## config.mk

```make
export PLATFORM = sky130hd
export DESIGN_NAME = dual_timer_irq
export DESIGN_NICKNAME = d
export VERILOG_FILES = /design/src/rtl/dtmr_pkg.sv /design/src/rtl/dtmr_unit.sv /design/src/rtl/dtmr_irq_merge.sv /design/src/rtl/dual_timer_irq.sv
export SDC_FILE = /design/constraint.sdc
export NUM_CORES = 1
export LEC_CHECK = 0
export BUFFER_PORTS_ARGS = -buffer_cell sky130_fd_sc_hd__buf_4
export CAP_MARGIN = 20
export CELL_PAD_IN_SITES_DETAIL_PLACEMENT = 0
export CELL_PAD_IN_SITES_GLOBAL_PLACEMENT = 1
export CORE_MARGIN = 2
export CORE_UTILIZATION = 43
export CTS_CLUSTER_SIZE = 20
export DETAILED_ROUTE_END_ITERATION = 8
export PLACE_DENSITY = 0.8
export SYNTH_ARGS = -nofsm -noshare
export SYNTH_HDL_FRONTEND = slang
export SYNTH_HIERARCHICAL = 1
export SYNTH_SLANG_ARGS = --single-unit
```

## constraint.sdc

```tcl
create_clock -name clk_i -period 3.3 [get_ports clk_i]
set_clock_uncertainty 0.1 [all_clocks]
set_input_delay 0.495 -clock clk_i [delete_from_list [all_inputs] [get_ports clk_i]]
set_output_delay 0.495 -clock clk_i [all_outputs]
set_load 0.02 [all_outputs]
```

## src/rtl/dtmr_pkg.sv

```systemverilog
package dtmr_pkg;
  localparam int CTL_W  = 9;
  localparam int B_MODE = 0;
  localparam int B_DOWN = 1;
  localparam int B_GEN  = 2;
  localparam int B_ARLD = 4;
  localparam int B_LOAD = 5;
  localparam int B_IE   = 6;
  localparam int B_EN   = 7;
  localparam int B_STS  = 8;

  typedef enum logic [1:0] {
    FLD_CTRL = 2'd0,
    FLD_LOAD = 2'd1,
    FLD_CNT  = 2'd2
  } fld_e;
endpackage

```

## src/rtl/dtmr_unit.sv

```systemverilog
module dtmr_unit
  import dtmr_pkg::*;
#(
  parameter int WIDTH = 32
) (
  input  logic             clk_i,
  input  logic             rst_ni,
  input  logic             wr_ctrl_i,
  input  logic             wr_load_i,
  input  logic [WIDTH-1:0] wdata_i,
  output logic [CTL_W-1:0] ctrl_o,
  output logic [WIDTH-1:0] load_o,
  output logic [WIDTH-1:0] cnt_o,
  output logic             evt_o,
  output logic             irq_req_o
);
  logic [7:0]       cfg_q;
  logic             sts_q;
  logic             evt_q;
  logic [WIDTH-1:0] load_q, cnt_q, cnt_d;
  logic             run, at_end, wrap;

  assign run    = cfg_q[B_EN] & ~cfg_q[B_LOAD] & ~cfg_q[B_MODE];
  assign at_end = cfg_q[B_DOWN] ? (cnt_q == '0) : (cnt_q == '1);
  assign wrap   = run & at_end;

  always_comb begin
    cnt_d = cnt_q;
    if (cfg_q[B_LOAD]) begin
      cnt_d = load_q;
    end else if (run) begin
      if (wrap)
        cnt_d = cfg_q[B_ARLD] ? load_q : (cfg_q[B_DOWN] ? '1 : '0);
      else
        cnt_d = cfg_q[B_DOWN] ? cnt_q - WIDTH'(1) : cnt_q + WIDTH'(1);
    end
  end

  always_ff @(posedge clk_i or negedge rst_ni) begin
    if (!rst_ni) begin
      cfg_q  <= '0;
      sts_q  <= 1'b0;
      evt_q  <= 1'b0;
      load_q <= '0;
      cnt_q  <= '0;
    end else begin
      cnt_q <= cnt_d;
      evt_q <= wrap & cfg_q[B_GEN];
      if (wr_load_i) load_q <= wdata_i;
      if (wr_ctrl_i) cfg_q <= wdata_i[7:0];
      else if (wrap && !cfg_q[B_ARLD]) cfg_q[B_EN] <= 1'b0;
      // set wins over a same-cycle clear
      if (wrap) sts_q <= 1'b1;
      else if (wr_ctrl_i && wdata_i[B_STS]) sts_q <= 1'b0;
    end
  end

  assign ctrl_o    = {sts_q, cfg_q};
  assign load_o    = load_q;
  assign cnt_o     = cnt_q;
  assign evt_o     = evt_q;
  assign irq_req_o = sts_q & cfg_q[B_IE];


  sts_hold_chk: assert property (@(posedge clk_i) disable iff (!rst_ni)
    sts_q && !(wr_ctrl_i && wdata_i[B_STS]) |=> sts_q);

  evt_sts_chk: assert property (@(posedge clk_i) disable iff (!rst_ni)
    evt_q |-> sts_q);

  hold_chk: assert property (@(posedge clk_i) disable iff (!rst_ni)
    cfg_q[B_LOAD] && !wr_ctrl_i && !wr_load_i |=> cnt_q == load_q);

  stop_chk: assert property (@(posedge clk_i) disable iff (!rst_ni)
    run && at_end && !cfg_q[B_ARLD] && !wr_ctrl_i |=> !cfg_q[B_EN]);

  down_step_chk: assert property (@(posedge clk_i) disable iff (!rst_ni)
    run && !at_end && cfg_q[B_DOWN] |=> cnt_q == $past(cnt_q) - WIDTH'(1));
endmodule

```

## src/rtl/dtmr_irq_merge.sv

```systemverilog
module dtmr_irq_merge #(
  parameter int N = 2
) (
  input  logic         clk_i,
  input  logic         rst_ni,
  input  logic [N-1:0] req_i,
  output logic         irq_o
);
  logic irq_q;

  always_ff @(posedge clk_i or negedge rst_ni) begin
    if (!rst_ni) irq_q <= 1'b0;
    else         irq_q <= |req_i;
  end

  assign irq_o = irq_q;


  irq_set_chk: assert property (@(posedge clk_i) disable iff (!rst_ni)
    (|req_i) |=> irq_o);

  irq_clr_chk: assert property (@(posedge clk_i) disable iff (!rst_ni)
    !(|req_i) |=> !irq_o);
endmodule

```

## src/rtl/dual_timer_irq.sv

```systemverilog
module dual_timer_irq
  import dtmr_pkg::*;
#(
  parameter int WIDTH      = 32,
  parameter int NUM_TIMERS = 2,
  parameter int ADDR_W     = $clog2(NUM_TIMERS) + 2
) (
  input  logic                  clk_i,
  input  logic                  rst_ni,
  input  logic [ADDR_W-1:0]     addr_i,
  input  logic                  wr_en_i,
  input  logic [WIDTH-1:0]      wdata_i,
  output logic [WIDTH-1:0]      rdata_o,
  output logic                  irq_o,
  output logic [NUM_TIMERS-1:0] event_o
);
  localparam int SEL_W = ADDR_W - 2;

  logic [SEL_W-1:0]      sel;
  logic [1:0]            fld;
  logic [CTL_W-1:0]      ctrl_a [NUM_TIMERS];
  logic [WIDTH-1:0]      load_a [NUM_TIMERS];
  logic [WIDTH-1:0]      cnt_a  [NUM_TIMERS];
  logic [NUM_TIMERS-1:0] req;

  assign sel = addr_i[ADDR_W-1:2];
  assign fld = addr_i[1:0];

  for (genvar g = 0; g < NUM_TIMERS; g++) begin : g_unit
    logic hit;
    assign hit = wr_en_i && (sel == SEL_W'(g));
    dtmr_unit #(.WIDTH(WIDTH)) u_unit (
      .clk_i     (clk_i),
      .rst_ni    (rst_ni),
      .wr_ctrl_i (hit && fld == FLD_CTRL),
      .wr_load_i (hit && fld == FLD_LOAD),
      .wdata_i   (wdata_i),
      .ctrl_o    (ctrl_a[g]),
      .load_o    (load_a[g]),
      .cnt_o     (cnt_a[g]),
      .evt_o     (event_o[g]),
      .irq_req_o (req[g])
    );
  end

  always_comb begin
    rdata_o = '0;
    for (int i = 0; i < NUM_TIMERS; i++) begin
      if (sel == SEL_W'(i)) begin
        case (fld)
          FLD_CTRL: rdata_o = WIDTH'(ctrl_a[i]);
          FLD_LOAD: rdata_o = load_a[i];
          FLD_CNT:  rdata_o = cnt_a[i];
          default:  rdata_o = '0;
        endcase
      end
    end
  end

  dtmr_irq_merge #(.N(NUM_TIMERS)) u_irq (
    .clk_i  (clk_i),
    .rst_ni (rst_ni),
    .req_i  (req),
    .irq_o  (irq_o)
  );
endmodule

```

==> results of run 1 <==
[routing by layer]
| layer | wire length [um] | vias to the layer above | GRT usage [%] |
|---|---|---|---|
| li1 | - | 5308 | - |
| met1 | 17500 | 5368 | 38.1 |
| met2 | 17300 | 348 | 41.5 |
| met3 | 1680 | 49 | 2.93 |
| met4 | 920 | 0 | 7.88 |
| met5 | 0 | - | 0 |
[cell usage after synthesis (10+ instances only)]
cell type  count
nor2b_1       10
mux2_2        75
mux2i_1       16
dfrtp_1      149
o31ai_1       14
a221oi_1      18
and3_1        20
inv_1         24
a21o_1        19
a221oi_2      10
nand4_1       24
xnor2_1       28
xor2_1        24
buf_2         19
o21a_1        16
a21oi_1      186
a211oi_1      21
and2_1        10
nand2b_1      10
clkbuf_1      49
ha_1          60
nor3_1        16
o211ai_1      14
nand3_1       16
nand2_1      143
or3_1         10
nor4_1        18
o21ai_0      103
nor2_1        72
a22oi_1       31
[worst register-to-register path: cells and delay by family, from the launching register on]
family,cells,cell delay [ns]
flip-flops,1,0.51
buffers and inverters,1,0.25
AND/OR/NAND/NOR,2,0.57
AO/OA/AOI/OAI,6,1.21
adder cells (fa/ha/maj),1,0.45
[what timing repair did]
item | 4_1_cts | 5_1_grt
resized for setup | 0 | 3
hold endpoints to repair | 50 | 0
hold buffers | 1 | 0
endpoints found under the setup margin | 0 | 7
buffers inserted | 0 | 0
[cell type report]
class	instances	area [um2]	area share, %
clock buffer	20	447	3.31
tap	372	465	3.45
timing repair buffer	125	986	7.31
multi-input combinational	1113	7650	56.7
clock inverter	11	128	0.946
inverter	24	90.1	0.668
sequential	149	3730	27.6
[sequential cells by signal (all words and copies together), names as in the netlist]
register              flops
g_unit.u_unit/sts_q       2
g_unit.u_unit/evt_o       2
g_unit.u_unit/cnt_o      64
g_unit.u_unit/cfg_q      16
u_irq/irq_o               1
g_unit.u_unit/load_o     64
[power by group through the flow]
stage                     Combinational (mW)  Sequential [mW]  Clock (mW)
final                                   6.92             3.42        1.94
after global routing                    7.69             3.52        2.04
after CTS                               6.82             3.39        1.96
after detailed placement                6.77             3.42           0
after global placement                  6.74             3.41           0
after floorplan                         5.16             3.05           0
[through the flow]
stage | setup WS, ns | std cells
2_1_floorplan | 0.0670 | 1376
3_3_place_gp | 0.221 | 1782
3_5_place_dp | 0.131 | 1782
4_1_cts | 0.117 | 1814
5_1_grt | -0.0762 | 1814
6_report | 0.157 | 1814
[worst min path at each step]
stage	startpoint	endpoint	slack (ns)	cells past startpoint
5_1_grt	wdata_i[31]	g_unit[0].u_unit/load_o[31]	0.21	2
4_1_cts	wdata_i[29]	g_unit[0].u_unit/load_o[29]	0.19	3
2_1_floorplan	rst_ni	g_unit[0].u_unit/cfg_q[0]	0.1	0
6_report	wdata_i[29]	g_unit[0].u_unit/load_o[29]	0.21	3
3_3_place_gp	g_unit[1].u_unit/cfg_q[2]	g_unit[1].u_unit/evt_o	0.38	1
3_5_place_dp	rst_ni	g_unit[1].u_unit/cnt_o[3]	0.39	1
[logic make-up (layout without fill, tap and decap cells)]
logic type	after synthesis	after routing	synth area share, %
fa+ha+maj	62	62	6.64
buf+inv	114	180	4.77
simple gates	382	382	15.7
xor+xnor	52	52	3.82
compound gates	526	526	29.4
flops	149	149	31.3
mux	91	91	8.43
==> summary.md, run 1 <==
• **Worst Max-Slew Pin Slew** 0.902 ns
• **die footprint** 0.0291 mm2
• **register-to-register setup slack** 0.16 ns
• **drt pass-1 iters** 5
• **power per standard cell area** 910 mW/mm2
• **CP cell instances** buf_6 > ha_1 > nand4_1 > nor4_2 > a22oi_1 > o311ai_4 > o211ai_2 > a211o_1 > a211o_1 > a21oi_1
• **outcome** completed
• **share of total power consumed by net switching** 47.2%
• **worst path bufs/invs** 1
• **Post-Route Hold Slack** 0.209 ns
• **category of the critical setup timing path** flop to flop
• **share of async-settable or async-resettable flops after synthesis** 100%
• **unrepaired setup endpoints after global routing** true
• **half-perimeter wire length of the detailed placement result** 28.0 mm
• **worst min path class** input pin to flop
• **shortest period the worst path allows** 3.14 ns
• **depth of the most critical reg-to-reg path** 10
• **area share of the leading cell type in the synthesized netlist** 31.3%
• **nature of the critical path startpoint** flop
• **overflow left after global routing** 0
• **data arrival time of the critical path** 3.40 ns
• **Wirelength per Cell** 20.6 um
• **pin count of the biggest net entering global routing** 58
• **Avg Inst Size Synth** 8.66 um2
• **most frequent cells in the layout** 186 x a21oi_1, 149 x dfrtp_1, 143 x nand2_1, 119 x buf_4, 103 x o21ai_0
• **via count** 11100
• **first-pass GRT wire length** 60.1 mm
• **share of total power in sequential cells** 27.9%
• **fillers** 2603
• **Post-Place Cell Area** 0.0129 mm2
• **drt total wl** 37.5 mm
• **root buf cell** clkbuf_16
• **die height** 170 um
• **number of max-slew violations in the final report** 0
• **TritonCTS Sinks** 149
• **main area contributors after synthesis** dfrtp_1 31%, a21oi_1 7.8%, mux2_2 7.1%
• **area of the core** 0.0271 mm2
• **# rows** 60
• **Ys Warns** 6
• **area overhead of the layout relative to synthesis** 13.3%
• **Final ANT Viol Nets** 0
• **share of total power in combinational logic** 56.4%
• **internal power contribution** 6.49 mW
• **number of cells on the critical path** 10
• **clock slew seen by the registers of the worst setup and hold paths** 0.06 ns
• **# H-tree levels** 4
• **overall power of the completed layout** 12.3 mW
• **number of enable-type register cells in the synthesized netlist** 0
• **headroom to the max-slew limit** 39.6%
• **Port Buffers** 72
• **Synth Net Count** 1476
• **CTS buffer count** 17
• **Syn Inst Count** 1376
• **number of primary I/O pins** 73
• **data required time of the worst path** 3.55 ns
• **launch point of the worst path** g_unit[0].u_unit/cfg_q[1]
• **most frequent cell on the critical path** a211o_1
• **commonest non-fill, non-tap cell in the layout** a21oi_1
• **cell type with the highest aggregate area in the netlist** dfrtp_1
• **kind of cell adding the most delay to the critical path** compound AO/OA/AOI/OAI gates
• **buffers from clock root to sink, at most** 2
• **leakage power summed over all cells** 5.68 nW
• **Die Span X** 170 um
• **number of distinct library cells after synthesis** 87
• **R2R Path Start** g_unit[0].u_unit/cfg_q[1]
• **flip-flop and latch count after synthesis** 149
• **highest attainable clock frequency** 318 MHz
• **setup violators final** 0
• **sequential fraction of the synthesis area** 31.3%
• **last weighted congestion value of the routability-driven placer** 0.935
• **clock latency at the later pin of the worst-skew pair** 0.43 ns
• **slowest stage delay, CP** 0.51 ns
• **destination of the worst register-to-register timing path** g_unit[0].u_unit/cnt_o[31]
• **Post-route DRC** 0
• **critical path endpoint category** flop
• **share of the clock period used by the worst path** 95.2%
• **post-synthesis cell area** 0.0119 mm2
• **largest fanout on the critical path** 23
• **final layout net count** 1530
• **Setup Total Neg Slack** 0 ns
• **worst ir drop on vdd** 0.433 mV
• **crit path capture** g_unit[0].u_unit/cnt_o[31]
• **share of the core filled with cells** 49.8%
• **library cell contributing the largest single delay on the critical path** dfrtp_1
• **aggregate global-route resource usage** 26.4%
• **clock share of power** 15.8%
• **via count of the first global-routing pass** 10600
• **1st-iter DRT viols** 1110
• **clock tree from TritonCTS** built
• **final hold vios** 0
• **share of layout cells above drive strength 1** 18.9%
• **effective utilization at floorplan** 44.0%
• **antenna violations before repair** 0
• **net load switching power** 5.80 mW
• **ys flop type** dfrtp_1
• **number of maximum-capacitance constraint violations** 0
• **vias per inst** 6.10
• **number of diodes** 0
• **total non-filler cell area in the finished layout** 0.0135 mm2
No activity file was read; power rests on OpenSTA's default activity.
==> run 2: changes to the inputs <==
==> constraint.sdc (replaced) <==
create_clock -name clk_i -period 3.3 [get_ports clk_i]
set_clock_uncertainty 0.1 [all_clocks]
set_input_delay 0.33 -clock clk_i [delete_from_list [all_inputs] [get_ports clk_i]]
set_output_delay 0.33 -clock clk_i [all_outputs]
set_load 0.02 [all_outputs]
==> run 2 against run 1 <==
  * Non-clock buffer count increased by 1
  * Cell area up 0.37%
  * Critical path depth did not move
  * Utilization grew 0.18 points
  * Die area did not move
  * Via count rose by 2.1%
  * Combinational power up 0.6%
  * Highest routed layer unchanged
==> summary.md, run 2 (synthesis results as in run 1) <==
• **share of the clock period used by the worst path** 94.4%, was 95.2%
• **share of the core filled with cells** 50.0%, was 49.8%
• **number of diodes** 0, unchanged
• **Port Buffers** 72, unchanged
• **die height** 170 um, unchanged
• **data arrival time of the critical path** 3.37 ns, was 3.40 ns
• **overflow left after global routing** 0, unchanged
• **share of total power consumed by net switching** 47.3%, was 47.2%
• **power per standard cell area** 923 mW/mm2, was 910 mW/mm2
• **pin count of the biggest net entering global routing** 60, was 58
• **shortest period the worst path allows** 3.12 ns, was 3.14 ns
• **nature of the critical path startpoint** flop, unchanged
• **share of total power in sequential cells** 27.7%, was 27.9%
• **antenna violations before repair** 0, unchanged
• **clock tree from TritonCTS** built, unchanged
• **area of the core** 0.0271 mm2, unchanged
• **drt pass-1 iters** 5, unchanged
• **setup repair bufs after CTS** 0, unchanged
• **category of the critical setup timing path** flop to flop, unchanged
• **final hold vios** 0, unchanged
• **most frequent cells in the layout** 186 x a21oi_1, 148 x dfrtp_1, 143 x nand2_1, 121 x buf_4, 103 x o21ai_0, was 186 x a21oi_1, 149 x dfrtp_1, 143 x nand2_1, 119 x buf_4, 103 x o21ai_0
• **Post-route DRC** 0, unchanged
• **data required time of the worst path** 3.55 ns, about the same
• **vias per inst** 6.23, was 6.10
• **outcome** completed, unchanged
• **leakage power summed over all cells** 5.71 nW, was 5.68 nW
• **Die Span X** 170 um, unchanged
• **setup violators final** 0, unchanged
• **first-pass GRT wire length** 60.6 mm, was 60.1 mm
• **headroom to the max-slew limit** 43.0%, was 39.6%
• **unrepaired setup endpoints after global routing** false, was true
• **via count** 11300, was 11100
• **share of total power in combinational logic** 55.7%, was 56.4%
• **critical path endpoint category** flop, unchanged
• **number of maximum-capacitance constraint violations** 0, unchanged
• **drt total wl** 38.1 mm, was 37.5 mm
• **number of max-slew violations in the final report** 0, unchanged
• **clock latency at the later pin of the worst-skew pair** 0.43 ns, about the same
• **R2R Path Start** g_unit[1].u_unit/cfg_q[1], was g_unit[0].u_unit/cfg_q[1]
• **clock share of power** 16.7%, was 15.8%
• **setup slack after layout** 0.183 ns, was 0.157 ns
• **root buf cell** clkbuf_16, unchanged
• **worst ir drop on vdd** 0.421 mV, was 0.433 mV
• **number of primary I/O pins** 73, unchanged
• **overall power of the completed layout** 12.5 mW, was 12.3 mW
• **aggregate global-route resource usage** 26.6%, was 26.4%
• **Worst Max-Slew Pin Slew** 0.853 ns, was 0.902 ns
• **commonest non-fill, non-tap cell in the layout** a21oi_1, unchanged
• **# rows** 60, unchanged
• **buffers from clock root to sink, at most** 2, unchanged
• **TritonCTS Sinks** 149, unchanged
• **internal power contribution** 6.59 mW, was 6.49 mW
• **launch point of the worst path** g_unit[1].u_unit/cfg_q[1], was g_unit[0].u_unit/cfg_q[1]
• **1st-iter DRT viols** 1128, was 1110
• **last weighted congestion value of the routability-driven placer** 0.939, was 0.935
• **effective utilization at floorplan** 44.0%, unchanged
• **share of layout cells above drive strength 1** 19.2%, was 18.9%
• **highest attainable clock frequency** 321 MHz, was 318 MHz
• **CTS buffer count** 17, unchanged
• **Hold Path Origin** wdata_i[29], unchanged
• **# H-tree levels** 4, unchanged
• **Final ANT Viol Nets** 0, unchanged
• **largest fanout on the critical path** 39, was 23
• **Setup Total Neg Slack** 0 ns, unchanged
• **die footprint** 0.0291 mm2, unchanged
• **net load switching power** 5.92 mW, was 5.80 mW
• **via count of the first global-routing pass** 10700, was 10600
• **area overhead of the layout relative to synthesis** 13.7%, was 13.3%
• **half-perimeter wire length of the detailed placement result** 28.5 mm, was 28.0 mm
• **post-placement setup slack** 0.153 ns, was 0.131 ns
• **Wirelength per Cell** 21.0 um, was 20.6 um
• **clock slew seen by the registers of the worst setup and hold paths** 0.07 ns, was 0.06 ns
• **worst min path class** input pin to flop, unchanged
• **final layout net count** 1531, was 1530
[run 2: changes by cell type in the layout (fill, tap and decap cells not counted), moves of 2 or more]
cell,change
inv_8,+2
inv_6,+3
clkinvlp_4,-3
buf_4,+2
[run 2: worst max-delay path, cell delays in order (launching register included)]
cell	delay, ns
dfrtp_1	0.40
buf_12	0.19
ha_1	0.44
nand4_2	0.16
or3_1	0.34
or2_0	0.23
o22a_2	0.25
a21boi_2	0.16
a21boi_1	0.12
or4_1	0.50
o22ai_1	0.14
[run 2: repair_timing]
action / in CTS / in global routing
endpoints found under the setup margin: 0 / 9
hold buffers: 1 / 0
gates resized for setup: 0 / 4
endpoints found under the hold margin: 57 / 0
[run 2: final timing paths]
| path | endpoint | slack, ns | depth (start not counted) |
|---|---|---|---|
| min in group asynchronous | g_unit[1].u_unit/cnt_o[2] | 0.34 | 2 |
| max | g_unit[1].u_unit/cnt_o[30] | 0.18 | 10 |
| min | g_unit[0].u_unit/load_o[29] | 0.04 | 3 |
| max in group asynchronous | g_unit[0].u_unit/cfg_q[1] | 1.86 | 3 |
| max reg2reg | g_unit[1].u_unit/cnt_o[30] | 0.18 | 10 |
| min reg2reg | g_unit[1].u_unit/evt_o | 0.41 | 1 |
[run 2: per-layer routing]
layer	wire length [um]	global-route usage [%]	share of wire (%)	up-vias
met5	0	0	0	-
met4	813	7.58	2.1	0
met3	1860	2.63	4.9	44
met2	17700	42.1	46	369
met1	17800	38.5	47	5565
li1	-	-	-	5333
[run 2: through the flow]
stage                     area, um2  hold WS (ns)  instances
after floorplan               11900       -0.0656       1376
after global placement        12900         0.244       1783
after detailed placement      12900         0.239       1783
after CTS                     13500        0.0333       1816
after global routing          13500        0.0342       1816
final                         13500        0.0439       1816
[run 2: cell type report]
class,count,area (um2)
clock buffers,18,429
clock inverters,14,188
fillers,2600,13600
inverters,24,90.1
multi-input cells,1113,7650
flip-flops and latches,149,3730
well taps,372,465
repair buffers,126,990
[run 2: power groups by stage]
stage / Combinational (mW) / Sequential, mW / Clock, mW
finish: 6.96 / 3.46 / 2.08
global route: 7.70 / 3.54 / 2.18
CTS: 6.85 / 3.42 / 2.11
detailed placement: 6.80 / 3.45 / 0
global placement: 6.77 / 3.43 / 0
floorplan: 5.16 / 3.05 / 0
